<file path="src/rtl/sys_irq_router_pkg.sv">
package sys_irq_router_pkg;

  localparam int unsigned NSRC       = 32;
  localparam int unsigned LVL_W      = 4;
  localparam int unsigned NLVL       = 1 << LVL_W;
  localparam int unsigned CPU_W      = 4;
  localparam int unsigned OFS_W      = 3;
  localparam int unsigned GLOBAL_BIT = NSRC - 1;
  localparam logic [NSRC-1:0] FORCED = 32'h7FB2007F;
  localparam logic [LVL_W-1:0] TOP_LVL = LVL_W'(NLVL - 1);

  typedef enum logic [OFS_W-1:0] {
    OFS_PEND = 3'd0,
    OFS_DIS  = 3'd1,
    OFS_ENA  = 3'd2,
    OFS_MSK  = 3'd3,
    OFS_TGT  = 3'd4
  } ofs_e;

  // Fixed priority level of each source line; 0 marks an unconnected line.
  function automatic logic [LVL_W-1:0] level_of(input int unsigned idx);
    logic [LVL_W-1:0] r;
    case (idx)
      0:  r = 4'd2;
      1:  r = 4'd3;
      2:  r = 4'd5;
      3:  r = 4'd7;
      4:  r = 4'd9;
      5:  r = 4'd11;
      7:  r = 4'd14;
      8:  r = 4'd3;
      9:  r = 4'd5;
      10: r = 4'd7;
      11: r = 4'd9;
      12: r = 4'd11;
      13: r = 4'd13;
      14: r = 4'd12;
      15: r = 4'd12;
      16: r = 4'd6;
      18: r = 4'd4;
      19: r = 4'd10;
      20: r = 4'd8;
      22: r = 4'd11;
      28: r = 4'd15;
      default: r = 4'd0;
    endcase
    return r;
  endfunction

endpackage

</file>
<file path="src/rtl/sirq_event_fold.sv">
module sirq_event_fold
  import sys_irq_router_pkg::*;
(
  input  logic [NSRC-1:0]  src_now,
  input  logic [NSRC-1:0]  src_prev,
  input  logic [NSRC-1:0]  dis_cur,
  input  logic [LVL_W-1:0] thresh,
  input  logic             ie,
  output logic [NSRC-1:0]  pend_set,
  output logic [NSRC-1:0]  pend_clr,
  output logic [NLVL-1:0]  lvl_set,
  output logic [NLVL-1:0]  lvl_clr,
  output logic             any_chg,
  output logic             hit,
  output logic [LVL_W-1:0] hit_lvl
);

  logic [NSRC-1:0] mapped;
  logic [NSRC-1:0] rise;
  logic [NSRC-1:0] fall;
  logic [NSRC-1:0] qual;

  // Per-line decode: mapping, edges and delivery qualification.
  for (genvar g = 0; g < NSRC; g++) begin : g_line
    localparam logic [LVL_W-1:0] LV = level_of(g);
    assign mapped[g] = (LV != '0);
    assign rise[g]   = mapped[g] &  src_now[g] & ~src_prev[g];
    assign fall[g]   = mapped[g] & ~src_now[g] &  src_prev[g];
    assign qual[g]   = ~dis_cur[g] & ~dis_cur[GLOBAL_BIT] &
                       ((LV == TOP_LVL) | (ie & (LV > thresh)));
  end

  assign pend_set = rise;
  assign pend_clr = fall;
  assign any_chg  = |(rise | fall);

  // Ascending walk: a later line overrides an earlier one at the same level,
  // and the last qualifying riser names the request level.
  always_comb begin
    lvl_set = '0;
    lvl_clr = '0;
    hit     = 1'b0;
    hit_lvl = '0;
    for (int i = 0; i < NSRC; i++) begin
      if (rise[i]) begin
        lvl_set[level_of(i)] = 1'b1;
        lvl_clr[level_of(i)] = 1'b0;
        if (qual[i]) begin
          hit     = 1'b1;
          hit_lvl = level_of(i);
        end
      end else if (fall[i]) begin
        lvl_clr[level_of(i)] = 1'b1;
        lvl_set[level_of(i)] = 1'b0;
      end
    end
  end

endmodule

</file>
<file path="src/rtl/sirq_state_regs.sv">
module sirq_state_regs
  import sys_irq_router_pkg::*;
(
  input  logic             clk,
  input  logic             rst_n,
  input  logic             wr,
  input  logic [OFS_W-1:0] addr,
  input  logic [NSRC-1:0]  wdata,
  input  logic [NSRC-1:0]  pend_set,
  input  logic [NSRC-1:0]  pend_clr,
  output logic [NSRC-1:0]  pend_q,
  output logic [NSRC-1:0]  dis_q,
  output logic [CPU_W-1:0] tgt_q,
  output logic [NSRC-1:0]  rdata
);

  logic             wr_ena, wr_msk, wr_tgt;
  logic [NSRC-1:0]  msk_bits;
  logic [NSRC-1:0]  pend_d, dis_d;
  logic [CPU_W-1:0] tgt_d;
  logic             pend_en, dis_en, tgt_en;

  assign wr_ena   = wr & (ofs_e'(addr) == OFS_ENA);
  assign wr_msk   = wr & (ofs_e'(addr) == OFS_MSK);
  assign wr_tgt   = wr & (ofs_e'(addr) == OFS_TGT);
  assign msk_bits = wdata & ~FORCED;

  // Next state: source edges first, a masking write applied on top.
  always_comb begin
    pend_d = (pend_q | pend_set) & ~pend_clr;
    if (wr_msk) pend_d = pend_d & ~msk_bits;
    dis_d = dis_q;
    if (wr_ena) dis_d = dis_q & ~(wdata | FORCED);
    if (wr_msk) dis_d = dis_q | msk_bits;
    tgt_d = wdata[CPU_W-1:0];
  end

  assign pend_en = (|pend_set) | (|pend_clr) | wr_msk;
  assign dis_en  = wr_ena | wr_msk;
  assign tgt_en  = wr_tgt;

  always_ff @(posedge clk or negedge rst_n) begin
    if (!rst_n) begin
      pend_q <= '0;
      dis_q  <= '1;
      tgt_q  <= '0;
    end else begin
      if (pend_en) pend_q <= pend_d;
      if (dis_en)  dis_q  <= dis_d;
      if (tgt_en)  tgt_q  <= tgt_d;
    end
  end

  always_comb begin
    case (ofs_e'(addr))
      OFS_PEND: rdata = pend_q;
      OFS_DIS:  rdata = dis_q;
      OFS_TGT:  rdata = {{(NSRC-CPU_W){1'b0}}, tgt_q};
      default:  rdata = '0;
    endcase
  end

endmodule

</file>
<file path="src/rtl/sirq_req_reg.sv">
module sirq_req_reg
  import sys_irq_router_pkg::*;
#(
  parameter logic [3:0] EXT_TYPE = 4'h1
) (
  input  logic             clk,
  input  logic             rst_n,
  input  logic             hit,
  input  logic [LVL_W-1:0] hit_lvl,
  input  logic [CPU_W-1:0] tgt,
  input  logic             any_chg,
  input  logic [NLVL-1:0]  lvl_set,
  input  logic [NLVL-1:0]  lvl_clr,
  output logic             irq_req,
  output logic [LVL_W-1:0] irq_lvl,
  output logic [CPU_W-1:0] irq_cpu,
  output logic [7:0]       irq_code,
  output logic             upd_vld,
  output logic [CPU_W-1:0] upd_cpu,
  output logic [NLVL-1:0]  upd_set,
  output logic [NLVL-1:0]  upd_clr
);

  logic             req_d;
  logic [LVL_W-1:0] lvl_d;
  logic [CPU_W-1:0] cpu_d;
  logic             vld_d;
  logic [NLVL-1:0]  set_d, clr_d;

  always_comb begin
    req_d = hit;
    lvl_d = hit ? hit_lvl : '0;
    cpu_d = tgt;
    vld_d = any_chg;
    set_d = any_chg ? lvl_set : '0;
    clr_d = any_chg ? lvl_clr : '0;
  end

  always_ff @(posedge clk or negedge rst_n) begin
    if (!rst_n) begin
      irq_req <= 1'b0;
      irq_lvl <= '0;
      irq_cpu <= '0;
      upd_vld <= 1'b0;
      upd_cpu <= '0;
      upd_set <= '0;
      upd_clr <= '0;
    end else begin
      irq_req <= req_d;
      irq_lvl <= lvl_d;
      irq_cpu <= cpu_d;
      upd_vld <= vld_d;
      upd_cpu <= cpu_d;
      upd_set <= set_d;
      upd_clr <= clr_d;
    end
  end

  assign irq_code = {EXT_TYPE, irq_lvl};

endmodule

</file>
<file path="src/rtl/sys_irq_router.sv">
module sys_irq_router
  import sys_irq_router_pkg::*;
#(
  parameter logic [3:0] EXT_TYPE = 4'h1
) (
  input  logic              clk,
  input  logic              rst_n,
  input  logic [NSRC-1:0]   src_i,
  input  logic [LVL_W-1:0]  cpu_thresh_i,
  input  logic              cpu_ie_i,
  input  logic              reg_wr_i,
  input  logic [OFS_W-1:0]  reg_addr_i,
  input  logic [NSRC-1:0]   reg_wdata_i,
  output logic [NSRC-1:0]   reg_rdata_o,
  output logic              irq_req_o,
  output logic [LVL_W-1:0]  irq_lvl_o,
  output logic [CPU_W-1:0]  irq_cpu_o,
  output logic [7:0]        irq_code_o,
  output logic              lvl_vld_o,
  output logic [CPU_W-1:0]  lvl_cpu_o,
  output logic [NLVL-1:0]   lvl_set_o,
  output logic [NLVL-1:0]   lvl_clr_o
);

  logic [1:0]       rst_pipe;
  logic             rst_sync_n;
  logic [NSRC-1:0]  src_q;
  logic [NSRC-1:0]  pend_q, dis_q;
  logic [CPU_W-1:0] tgt_q;
  logic [NSRC-1:0]  pend_set, pend_clr;
  logic [NLVL-1:0]  lvl_set, lvl_clr;
  logic             any_chg, hit;
  logic [LVL_W-1:0] hit_lvl;

  // Reset asserts at once, releases on the clock.
  always_ff @(posedge clk or negedge rst_n) begin
    if (!rst_n) rst_pipe <= 2'b00;
    else        rst_pipe <= {rst_pipe[0], 1'b1};
  end
  assign rst_sync_n = rst_pipe[1];

  always_ff @(posedge clk or negedge rst_sync_n) begin
    if (!rst_sync_n) src_q <= '0;
    else             src_q <= src_i;
  end

  sirq_event_fold u_fold (
    .src_now  (src_i),
    .src_prev (src_q),
    .dis_cur  (dis_q),
    .thresh   (cpu_thresh_i),
    .ie       (cpu_ie_i),
    .pend_set (pend_set),
    .pend_clr (pend_clr),
    .lvl_set  (lvl_set),
    .lvl_clr  (lvl_clr),
    .any_chg  (any_chg),
    .hit      (hit),
    .hit_lvl  (hit_lvl)
  );

  sirq_state_regs u_regs (
    .clk      (clk),
    .rst_n    (rst_sync_n),
    .wr       (reg_wr_i),
    .addr     (reg_addr_i),
    .wdata    (reg_wdata_i),
    .pend_set (pend_set),
    .pend_clr (pend_clr),
    .pend_q   (pend_q),
    .dis_q    (dis_q),
    .tgt_q    (tgt_q),
    .rdata    (reg_rdata_o)
  );

  sirq_req_reg #(.EXT_TYPE(EXT_TYPE)) u_req (
    .clk      (clk),
    .rst_n    (rst_sync_n),
    .hit      (hit),
    .hit_lvl  (hit_lvl),
    .tgt      (tgt_q),
    .any_chg  (any_chg),
    .lvl_set  (lvl_set),
    .lvl_clr  (lvl_clr),
    .irq_req  (irq_req_o),
    .irq_lvl  (irq_lvl_o),
    .irq_cpu  (irq_cpu_o),
    .irq_code (irq_code_o),
    .upd_vld  (lvl_vld_o),
    .upd_cpu  (lvl_cpu_o),
    .upd_set  (lvl_set_o),
    .upd_clr  (lvl_clr_o)
  );

endmodule

</file>
<file path="config.mk">
export PLATFORM = sky130hd
export DESIGN_NAME = sys_irq_router
export DESIGN_NICKNAME = d
export VERILOG_FILES = /design/src/rtl/sys_irq_router_pkg.sv /design/src/rtl/sirq_event_fold.sv /design/src/rtl/sirq_state_regs.sv /design/src/rtl/sirq_req_reg.sv /design/src/rtl/sys_irq_router.sv
export SDC_FILE = /design/constraint.sdc
export NUM_CORES = 1
export LEC_CHECK = 0
export BUFFER_PORTS_ARGS = -buffer_cell sky130_fd_sc_hd__buf_2
export CORE_ASPECT_RATIO = 0.8
export CORE_UTILIZATION = 33
export CTS_BUF_LIST = sky130_fd_sc_hd__clkbuf_4 sky130_fd_sc_hd__clkbuf_8
export DETAILED_ROUTE_END_ITERATION = 10
export GPL_ROUTABILITY_DRIVEN = 0
export GPL_TIMING_DRIVEN = 1
export PLACE_DENSITY = 0.55
export SYNTH_ARGS = -nofsm -noshare
export SYNTH_HDL_FRONTEND = slang
export SYNTH_HIERARCHICAL = 1
export SYNTH_SLANG_ARGS = --single-unit
</file>
<file path="constraint.sdc">
create_clock -name clk -period 4.01 [get_ports clk]
set_clock_uncertainty 0.2 [all_clocks]
set_input_delay 0 -clock clk [delete_from_list [all_inputs] [get_ports clk]]
set_output_delay 0 -clock clk [all_outputs]
set_load 0.005 [all_outputs]
</file>
### Word-level counts from Yosys, hierarchy flattened

Cells that the tools add are included.

| word-level totals | value |
|---|---|
| bits in registers | 141 |
| input port bits | 75 |
| output and inout port bits | 86 |
| word-level logic and storage cells | 776 |

| cells by class | value |
|---|---|
| order comparisons | 97 |
| equality and inequality tests | 4 |
| muxes and demuxes | 321 |
| bitwise logic cells | 295 |
| reductions and logical operators | 48 |

Operators with widths:

| kind | count |
|---|---|
| $mux 16 | 85 |
| $and 16x16->16 | 40 |
| $not 16->16 | 40 |
| $or 16x16->16 | 40 |
| $mux 4 | 104 |
| $lt 4x5->1 const B | 42 |
| $demux 1 s4 | 42 |
| $ge 4x1->1 const B | 42 |
| $and 1x1->1 | 99 |
| $and 32x32->32 | 3 |
| $mux 32 | 3 |
| $pmux 32 s3 | 1 |
| $mux 1 | 84 |
| $not 1->1 | 64 |
| $not 32->32 | 2 |
| $logic_and 1x1->1 | 42 |
| $reduce_or 21->1 | 2 |
| $not 29->32 | 1 |
| $or 32x29->32 | 1 |
| $or 32x32->32 | 1 |
| $reduce_or 32->1 | 1 |
| $or 29x29->29 | 1 |
| $gt 4x4->1 const A | 7 |
| $gt 3x4->1 const A | 4 |
| other kinds (9) | 14 |

### Logic depth before layout (Yosys ltp)

Gate-level depths: netlist of the first run.

| logic depth | value |
|---|---|
| depth in word-level cells | 71 |
| mapped depth | 8 |
| gate-level depth less buffers | 8 |

### Modules after synthesis

Netlist of the first run, hierarchy kept.

Modules (own cells, without submodules):

| module | instances | cells each | area an instance (um^2) | sequential area each (um^2) |
|---|---|---|---|---|
| sirq_state_regs | 1 | 229 | 2503.7 | 1295.0 |
| sirq_event_fold | 1 | 267 | 1933.1 | 0.0 |
| sirq_req_reg | 1 | 95 | 1428.9 | 1051.0 |
| sys_irq_router | 1 | 35 | 854.6 | 850.8 |

### Worst setup path after synthesis of the first run

No wires, ideal clock.

| timing path | value |
|---|---|
| kind | register -> register |
| start point | register u_regs/dis_q[29] (netlist name) |
| end point | register u_req.irq_lvl[1] |
| library setup time | 119 ps |
| arrival | 1692 ps |
| data required time | 3691 ps |
| setup slack | 1999 ps |
| cell stages (with the launch flop) | 8 |
| buffers on the path | 1 |
| period minus slack after synthesis | 2011 ps |
| cells stage by stage | dfstp_2 buf_4 nand2b_1 and2_1 o31ai_1 a211o_1 a31o_1 and2_1 |

RTL lines:

| item | RTL line | text |
|---|---|---|
| end signal: assignment | sirq_req_reg.sv:50 | `irq_lvl <= lvl_d;` |
| end: declaration | sirq_req_reg.sv:15 | `output logic [LVL_W-1:0] irq_lvl,` |

### Worst setup path after layout of the first run

| timing path | value |
|---|---|
| start point | input reg_addr_i[0] |
| end point | output reg_rdata_o[5] |

| between the ends | value |
|---|---|
| word-level cells in the longest chain between the ends | 2 |
| elaborated cells between the ends (all ways) | 4 |
| those cells by class | 2 x eq/ne; 1 x mux; 1 x reduce/logical |

RTL lines:

| item | RTL line | text |
|---|---|---|
| start: declaration | sys_irq_router.sv:12 | `input logic [OFS_W-1:0] reg_addr_i,` |
| $eq 3x3->1, or another cell as far along | sirq_state_regs.sv:55 | `case (ofs_e'(addr))` |
| $pmux 32 s3 (*) | sirq_state_regs.sv:55 |  |
| end: declaration | sys_irq_router.sv:14 | `output logic [NSRC-1:0] reg_rdata_o,` |

Mark *: on every way between the ends. The rest lies on a longest branch, timed or not.

==> impl_metrics.ini, run 1 <==
[setup_path]
slowest_stage = and2_0
path_buf_inv = 4
r2r_cells = 6
end_kind = primary output
cp.required_ps = 3810
path_cells = dlygate4sd3_1 -> buf_2 -> nor3b_2 -> buf_4 -> and2_0 -> a21o_1 -> buf_2
critPathArrivalTime_ps = 2440
cp_top_family = buffers and inverters
critical_path_depth = 7
crit_type = in2out
crit_path_start_kind = primary input
crit_path_frequent_cell = buf_2
critPathMaxStageDelay_ps = 900
cp_max_fo = 15

[grt]
grt.busiest_layer = met2
met1_usage_pct = 24.0
grtUsageMet3_pct = 5.51
grt_max_degree = 60
antenna_found_initial = 2
gr-usage-met2_pct = 24.3
grt_overflow_total = 0
grt_pass1_vias = 4523
grt_pass1_wl_um = 25000
grt_usage_pct = 16.8

[floorplan]
initial_core_util_pct = 33.7
die_w_um = 157
die_y_um = 126
core_area_sq_mm = 0.0189
die-area_sq_mm = 0.0199
num_rows = 45
ios = 161

[placement]
portBuffers = 131
hpwlAfterDp_um = 10900
dp.cells = 945

[routing]
postRouteWirelength_um = 15800
wl_per_cell_um = 15.3
dr_total_vias = 4528
drt-initial-drc-count = 248
via_per_inst = 4.40
dr.pass1.iters = 4
remaining_drc_errors = 0
ant_nets = 0

[yosys]
ys_warn_count = 6
syn-cell-area_sq_mm = 0.00637
synthCells = 605
postSynthAreaPerCell_sq_um = 10.5

[clock_tree]
root_buffer = clkbuf_8
cts_sinks = 116
cts_buffer_depth = 2
cts_tree = yes
clock_latency_ps = 440
cts_max_level = 4
cts_made_buffers = 17
clk_pin_slew_ps = 80
post_cts_buffers = 0

[sta]
hold_viol = 0
fin_crit_sh_pct = 65.8
worst_pin_slew_ps = 1100
fmax_ghz = 0.379
drv_slew = 0
setup_viol = 0
max_slew_margin_pct = 26.9
finalSetupTns_ps = 0
rsz0062_at_grt = no
period_needed_ps = 2640

[job]
drv_cap = 0

[outcome]
status = complete, no violations

[power]
total_power_uw = 2970
leakage_uw = 0.00402
power.density_mw_per_mm2 = 380
ir_worst_vdd_uv = 177

[cells_and_area]
fin_util_pct = 41.3
nFillCells = 1900
fin_nets = 881
syn2layout_area_growth_pct = 22.7
finalNonFillerCells = 1030
layout-drive-gt1-share_pct = 31.8

[hold_path]
hold_path.class = in2reg
min_path_cells = 2
-- where the power goes --
group	switching, uW	leakage, uW	internal, uW
clock network	507	0.000187	571
registers	84.9	0.00138	1310
logic	236	0.00245	260
total	827	0.00402	2140
-- layout make-up --
cell class / count / area (sq um) / area share [%]
well taps: 258 / 323 / 4.13
repair buffers: 188 / 1230 / 15.7
diodes: 1 / 2.50 / 0.0320
inverters: 51 / 191 / 2.45
flip-flops and latches: 116 / 2930 / 37.4
clock buffers: 19 / 255 / 3.27
clock inverters: 13 / 135 / 1.73
multi-input cells: 384 / 2760 / 35.3
-- worst reg2reg max path, cell delays in order, from the launching register on --
cell and delay (ps):
dfrtp_1 380, ha_1 360, nand4_1 110, nor4_1 260, nand2_1 330, buf_4 330, and2_2 220
-- path summary, 6_finish.rpt --
| check | from | endpoint | slack, ps |
|---|---|---|---|
| setup / recovery | reg_addr_i[0] | reg_rdata_o[5] | 1370 |
| hold / removal | src_i[9] | src_q[9] | 30 |
| setup reg to reg | src_q[28] | u_req/upd_clr[12] | 1720 |
| hold reg to reg | rst_pipe[0] | rst_pipe[1] | 160 |
| max in group asynchronous | rst_pipe[1] | asynchronous set/reset pin | 2560 |
| min in group asynchronous | rst_n | rst_pipe[1] | 190 |
-- cells in the final DEF (no fill, tap or decap), drive strengths merged, types with 3 or more instances in the layout --
master / count
a211oi: 17
a21o: 18
a21oi: 10
a22o: 28
and2: 43
buf: 136
clkbuf: 19
clkinv: 6
clkinvlp: 5
conb: 31
dfrtp: 101
dfstp: 15
dlygate4sd3: 52
ha: 48
inv: 51
mux2: 4
nand2: 25
nand2b: 10
nand3: 12
nand4: 5
nand4b: 9
nor2: 69
nor2b: 8
nor3: 3
nor3b: 4
o211ai: 4
o21a: 3
o21ai: 6
o31a: 3
o31ai: 3
-- routing by layer --
metal / up-vias / part of all wire, %
met1: 2142 / 50
met2: 123 / 42
met4: 2 / 0.98
met3: 12 / 7.0
li1: 2249 / -
met5: - / 0.063
-- timing repair --
action                    CTS  global route
hold buffers               52             0
hold endpoints to repair   92             0
resized for setup           0             0
-- stage by stage --
step                      setup slack [ps]  cell area (sq um)  hold slack [ps]
after CTS                             1330               7810            0.551
after global routing                  1220               7810             9.89
after floorplan                        365               6470             -496
after global placement                1650               6900             -413
final                                 1370               7810             32.5
after detailed placement              1640               6900             -412
Power figures use the tool's default switching activity.
==> run 2, diff against run 1 <==
--- a/config.mk
+++ b/config.mk
@@ -12,7 +12,7 @@
 export DETAILED_ROUTE_END_ITERATION = 10
 export GPL_ROUTABILITY_DRIVEN = 0
 export GPL_TIMING_DRIVEN = 1
-export PLACE_DENSITY = 0.55
+export PLACE_DENSITY = 0.53
 export SYNTH_ARGS = -nofsm -noshare
 export SYNTH_HDL_FRONTEND = slang
 export SYNTH_HIERARCHICAL = 1
==> constraint.sdc (replaced) <==
create_clock -name clk -period 2.59 [get_ports clk]
set_clock_uncertainty 0.2 [all_clocks]
set_input_delay 0 -clock clk [delete_from_list [all_inputs] [get_ports clk]]
set_output_delay 0 -clock clk [all_outputs]
set_load 0.005 [all_outputs]
==> run 2 against run 1 <==
Sequential cell count is the same. Worst setup slack lost 1000 ps. Largest cell class unchanged. Count of clock-buffer cells in the layout grew 6. Global-route usage grew 0.13 points. Non-clock buffer count shrank 3. Largest power group is now the clock network.
==> impl_metrics.ini, run 2 (synthesized netlist as in run 1, its figures left out) <==
[floorplan]
die_y_um = 126
ios = 161
initial_core_util_pct = 33.7
die_w_um = 157
core_area_sq_mm = 0.0189
die-area_sq_mm = 0.0199
num_rows = 45

[sta]
finalSetupTns_ps = 0
max_slew_margin_pct = 56.6
fmax_ghz = 0.444
period_needed_ps = 2250
worst_pin_slew_ps = 652
drv_slew = 0
rsz0062_at_grt = no
hold_viol = 0
worst_slack_ps = 340
fin_crit_sh_pct = 86.9
setup_viol = 0

[clock_tree]
cts_sinks = 116
cts_max_level = 4
clock_latency_ps = 440
cts_resized = 0
cts_buffer_depth = 2
post_cts_buffers = 0
cts_tree = yes
root_buffer = clkbuf_8
cts_made_buffers = 17
clk_pin_slew_ps = 80

[power]
p_int_uw = 3860
power.switching_uw = 1250
clkPwrFrac_pct = 42.5
seqPwrFrac_pct = 42.1
leakage_uw = 0.00409
swShare_pct = 24.4
ir_worst_vdd_uv = 371
p_comb_share_pct = 15.4
power.density_mw_per_mm2 = 646

[routing]
remaining_drc_errors = 0
dr_total_vias = 4665
via_per_inst = 4.54
ant_nets = 0
postRouteWirelength_um = 16000
dr.pass1.iters = 7
drt-initial-drc-count = 260
wl_per_cell_um = 15.6

[hold_path]
hold_path.class = in2reg
min_path_cells = 2
hp-start = src_i[8]
min_delay_worst_endpoint = src_q[8]

[job]
drv_cap = 0

[setup_path]
end_kind = flop
r2r_end = u_req/irq_lvl[1]
cp.required_ps = 2710
reg2reg_slack_ps = 340
crit_path_start_kind = flop
critPathArrivalTime_ps = 2370
r2r_cells = 6
crit_type = reg2reg
cp_max_fo = 8

[cells_and_area]
fin_nets = 878
syn2layout_area_growth_pct = 24.2
layout-drive-gt1-share_pct = 32.3
fin_util_pct = 41.8
nFillCells = 1913
final_common_cell = buf_2
final_cell_mix = 131 x buf_2, 100 x dfrtp_1, 69 x nor2_1

[grt]
grt_overflow_total = 0
antenna_found_initial = 2
grt_usage_pct = 17.0
grt_max_degree = 115
grt_pass1_vias = 4716
grt_pass1_wl_um = 25200

[outcome]
status = complete, no violations

[placement]
place_worst_setup_slack_ps = 375
hpwlAfterDp_um = 11300
portBuffers = 131
-- run 2: cell types whose count changed in the layout (fill, tap and decap cells not counted), sizes merged --
cell,before,now
dlygate4sd3,52,46
clkinvlp,5,1
bufinv,2,6
diode,1,2
clkbuf,19,25
clkinv,6,0
buf,136,139
-- run 2: stage by stage --
stage | total power (uW) | area, sq um | hold slack [ps] | std cells
floorplan | 2670 | 6470 | -496 | 632
global placement | 2870 | 6920 | -415 | 948
detailed placement | 2900 | 6920 | -413 | 948
CTS | 5190 | 7910 | 0.833 | 1026
global route | 5390 | 7910 | 8.42 | 1027
finish | 5110 | 7910 | 36.7 | 1028
-- run 2: layout make-up --
type	instances	area [sq um]	area share, %
Inverter	51	191	2.42
Multi-Input combinational cell	384	2760	34.8
Clock inverter	7	188	2.37
Antenna cell	2	5.00	0.0632
Sequential cell	116	2930	37.0
Timing Repair Buffer	185	1190	15.0
Tap cell	258	323	4.08
Clock buffer	25	338	4.27
-- run 2: critical path, stage by stage (launching register included) --
cell	delay, ps
dfstp_2	440
nor2b_1	430
and4b_1	320
nor2_1	50
a211o_1	310
a31o_1	220
and2_1	170
-- run 2: what timing repair did --
action	in CTS	in global routing
hold endpoints to repair	92	0
hold buffers	46	0
endpoints found under the setup margin	0	0
-- run 2: how the worst max path moves through the flow --
stage / endpoint / cells after the start / startpoint
3_3_place_gp: u_req/irq_lvl[1] / 6 / flop
6_report: u_req/irq_lvl[1] / 6 / flop
4_1_cts: u_req/irq_lvl[1] / 6 / flop
3_5_place_dp: u_req/irq_lvl[1] / 6 / flop
2_1_floorplan: src_q[0] / 0 / rst_pipe[1]
5_1_grt: u_req/irq_lvl[1] / 6 / flop
-- run 2: power by group through the flow --
stage / Combinational [uW] / Sequential (uW) / Clock [uW]
floorplan: 490 / 2180 / 0
global placement: 702 / 2170 / 0
detailed placement: 716 / 2180 / 0
CTS: 791 / 2150 / 2250
global route: 881 / 2180 / 2330
finish: 787 / 2150 / 2180
-- run 2: routing by layer --
| layer | vias up | part of all wire, % | GRT usage (%) |
|---|---|---|---|
| met5 | - | 0 | 0 |
| met4 | 0 | 1.1 | 4.85 |
| met3 | 17 | 7.4 | 5.23 |
| met2 | 165 | 43 | 25.3 |
| met1 | 2243 | 49 | 23.5 |
| li1 | 2240 | - | - |
